===== src/rtl/dac_regport.sv =====
module dac_regport #(
  parameter int DW        = 8,
  parameter int NREG      = 16,
  parameter int WADDR_IDX = 0,
  parameter int CMD0_IDX  = 6,
  parameter int STAT_IDX  = 10,
  parameter int UNLOCK_B  = 7,
  parameter logic [7:0] EXT_SEL = 8'h01
) (
  input  logic          clk,
  input  logic          rst_n,
  input  logic          bank_wr,
  input  logic          bank_idx_wr,
  input  logic [7:0]    bank_wdata,
  output logic [7:0]    bank_q,
  input  logic [3:0]    io_addr,
  input  logic          rd_en,
  input  logic          wr_en,
  input  logic [DW-1:0] wr_data,
  output logic [DW-1:0] rd_data,
  input  logic [DW-1:0] status_in
);
  localparam int IW = $clog2(NREG);

  logic [DW-1:0] rf [NREG];
  logic [DW-1:0] ext_q;
  logic [1:0]    lo;
  logic          hit;
  logic [IW-1:0] idx;
  logic          unlock, ext_view, stat_slot;

  always_comb begin
    hit = 1'b1;
    lo  = 2'd0;
    case (io_addr)
      4'h8:    lo = 2'd0;
      4'h9:    lo = 2'd1;
      4'h6:    lo = 2'd2;
      4'h7:    lo = 2'd3;
      default: hit = 1'b0;
    endcase
  end

  assign idx       = {bank_q[1:0], lo};
  assign unlock    = rf[CMD0_IDX][UNLOCK_B];
  assign ext_view  = unlock && (rf[WADDR_IDX] == EXT_SEL);
  assign stat_slot = (idx == IW'(STAT_IDX));

  always_ff @(posedge clk or negedge rst_n) begin
    if (!rst_n)
      bank_q <= '0;
    else if (bank_wr)
      bank_q <= bank_wdata;
    else if (bank_idx_wr)
      bank_q <= {bank_q[7:2], bank_wdata[1:0]};
  end

  always_ff @(posedge clk or negedge rst_n) begin
    if (!rst_n) begin
      for (int i = 0; i < NREG; i++) rf[i] <= '0;
      ext_q <= '0;
    end else if (wr_en && hit) begin
      if (!stat_slot)
        rf[idx] <= wr_data;
      else if (ext_view)
        ext_q <= wr_data;
    end
  end

  always_ff @(posedge clk or negedge rst_n) begin
    if (!rst_n)
      rd_data <= '0;
    else if (rd_en && hit)
      rd_data <= !stat_slot ? rf[idx] : (ext_view ? ext_q : status_in);
  end
endmodule



===== config.mk =====
export PLATFORM = sky130hd
export DESIGN_NAME = dac_regport
export DESIGN_NICKNAME = d
export VERILOG_FILES = /design/src/rtl/dac_regport.sv
export SDC_FILE = /design/constraint.sdc
export NUM_CORES = 1
export LEC_CHECK = 0
export CORE_MARGIN = 2
export CORE_UTILIZATION = 45
export CTS_BUF_LIST = sky130_fd_sc_hd__clkbuf_8
export DETAILED_ROUTE_END_ITERATION = 8
export PLACE_DENSITY_LB_ADDON = 0.3
export SYNTH_ARGS = -nofsm -noshare
export SYNTH_HDL_FRONTEND = slang
export SYNTH_SLANG_ARGS = --single-unit
export TNS_END_PERCENT = 5

===== constraint.sdc =====
create_clock -name clk -period 2.1 [get_ports clk]
set_input_delay 0.315 -clock clk [delete_from_list [all_inputs] [get_ports clk]]
set_output_delay 0.315 -clock clk [all_outputs]
set_load 0.05 [all_outputs]

==> qor.yml <==
drt:
  dr.pass1.iters: 7
  post_drt_wl_per_cell_um: 20.87
  vias: 5210
  wirelength_um: 18800
  routed_via_density: 5.782
  drcViolationCount: 0
  ant_nets: 0
  drtIter0Drc: 509
final_layout:
  final_cells: 901
  syn_to_final_growth_pct: 22.14
  nets: 707
  fin_area_mm2: 0.008911
  drive_gt1_share_pct: 40.00
  fillCellCount: 1332
  post-route-util_pct: 56.10
  antenna_cells: 0
worst_setup_path:
  cp_max_fo: 12
  start_kind: "input pin"
  cp-end-kind: "flop"
  criticalPathCategory: "in2reg"
  cp.required_ns: 2.49
  arrival_ns: 2.45
outcome:
  outcome: "finished, final reports clean"
global_route:
  grt_max_degree: 46
  track_usage_pct: 22.73
  antenna_found_initial: 0
  gr-usage-met3_pct: 5.556
  busiest_layer: "met2"
  use_met1_pct: 29.48
  grt_pass1_wl_um: 30650
  grt_pass1_vias: 5583
  grt.overflow.total: 0
  grtUsageMet2_pct: 37.08
sta:
  max_slew.worst_pin.slew_ns: 0.6947
  slew_viol_final: 0
  period_needed_ns: 2.060
  fin_tns_setup_ns: 0
  relSlewSlack_pct: 53.54
  fin_skew_ns: 0.01809
  fin_ws_ns: 0.04004
  setup_viol: 0
  whs_ns: 0.3628
  fin_crit_sh_pct: 98.09
  fmax_mhz: 485.4
  hold_viol: 0
  grt_setup_unrepaired: "true"
logic_synthesis:
  synth_largest_area_cell: "dfrtp_1"
  synth_edf_count: 0
  yosysUniqueCellTypes: 38
  synth_top_cell_area_share_pct: 52.14
  synthTopCellsByArea: "dfrtp_1, mux2_2, mux2i_1, o32a_1, a21oi_1"
  avgSynthCellArea_um2: 12.51
  synth_fp_nets: 617
  ys_warn_count: 0
  syn_area_mm2: 0.007296
  ys_ff_latch: 152
  ys.flop_type: "dfrtp_1"
  syn-instance-count: 583
  synthArstFlopShare_pct: 100.0
  yosys-top-cells-count: "dfrtp_1, mux2_2, nor2_1"
  ys_seq_area_share_pct: 52.14
floorplan:
  die_x_um: 131.3
  core.rowCount: 46
  fp.dieArea_mm2: 0.01725
  core_mm2: 0.01589
  initial_utilization_pct: 45.93
  die_y_um: 131.3
  boundaryPins: 50
placement:
  placed_area_mm2: 0.008482
  place_congestion: 0.8627
  detailed_place_hpwl_um: 13430
  dp.cells: 869
  io_buffers: 49
  place_ws_ns: -0.4490
power:
  power_mw: 7.334
  p_int_mw: 5.247
  p_sw_mw: 2.086
  p_seq_share_pct: 49.1
  power_density_mw_per_mm2: 823.0
  p_leak_nw: 4.184
  netSwitchingFraction_pct: 28.45
  p_comb_share_pct: 19.9
  vdd_ir_drop_max_mv: 0.4185
  clockPowerShare_pct: 31.1
clock_network:
  cts_tree: "built"
  cts_sinks: 152
  numCtsBuffers: 17
  root_buffer: "clkbuf_8"
  clock_path_buffers: 2
  clk_pin_slew_ns: 0.08
  h-tree-depth: 4
  clk_latency_ns: 0.45
job:
  cap_violations: 0
worst_hold_path:
  hold_class: "in2async"
worst paths after layout:
check,startpoint,to,slack (ns),depth (start not counted)
max reg2reg,rf[126]$_DFFE_PN0P_,ext_q[1]$_DFFE_PN0P_,0.11,6
min reg2reg,rf[44]$_DFFE_PN0P_,rf[44]$_DFFE_PN0P_,0.38,0
min,rst_n,rf[108]$_DFFE_PN0P_,0.36,2
max,io_addr[1],rd_data[3]$_DFFE_PN0P_,0.04,9
min in group clk,rf[44]$_DFFE_PN0P_,rf[44]$_DFFE_PN0P_,0.38,0
max in group asynchronous,rst_n,rf[126]$_DFFE_PN0P_,1.13,3
cell families after synthesis:
logic type | count (synthesis) | share of synthesized area [%]
flip-flops | 152 | 52.14
AO/OA/AOI/OAI | 114 | 11.51
multiplexers | 176 | 26.75
buffers and inverters | 56 | 3.516
AND/OR/NAND/NOR | 85 | 6.088
power groups by stage:
stage,combinational [mW],clock [mW],sequential (mW)
final,1.46,2.28,3.60
after global routing,1.56,2.44,3.65
after CTS,1.46,2.32,3.59
after detailed placement,1.45,0,3.64
after global placement,1.41,0,3.61
after floorplan,0.767,0,3.73
critical path: stages:
cell	delay (ns)
clkdlybuf4s50_1	0.48
buf_4	0.14
nand4bb_1	0.18
buf_4	0.24
buf_4	0.14
nor2_1	0.03
o32a_1	0.28
a211oi_1	0.41
o32a_1	0.22
placed cells by master, fill, tap and decap left out, types with 18 or more instances in the layout:
cell type,netlist,layout
a21oi_1,40,40
buf_4,3,69
clkbuf_8,0,18
clkdlybuf4s50_1,0,45
dfrtp_1,152,151
mux2_2,152,152
mux2i_1,24,24
nor2_1,52,51
o32a_1,24,24
layer usage:
layer  vias to the layer above  wire length, um
met2                       165             9159
met5                         -                0
met4                         0              424
met1                      2684             8335
li1                       2325                -
met3                        36              884
repair_timing:
item | CTS | global route
resized for setup | 0 | 3
hold buffers | 1 | 0
endpoints found under the hold margin | 41 | 0
endpoints found under the setup margin | 0 | 13
setup buffers | 0 | 0
flip-flops by register name, summed over array words and instances (netlist names):
register  cells
rd_data       8
rf          128
ext_q         8
bank_q        8
layout make-up:
type | instances | area (um2) | share of cell area [%]
clock buffers | 18 | 247.7 | 2.780
well taps | 216 | 270.3 | 3.033
flip-flops and latches | 152 | 3805 | 42.70
repair buffers | 126 | 1166 | 13.09
clock inverters | 13 | 156.4 | 1.755
multi-input cells | 375 | 3262 | 36.60
inverters | 1 | 3.754 | 0.04212
Note: power is estimated with default switching activity, not from simulation.
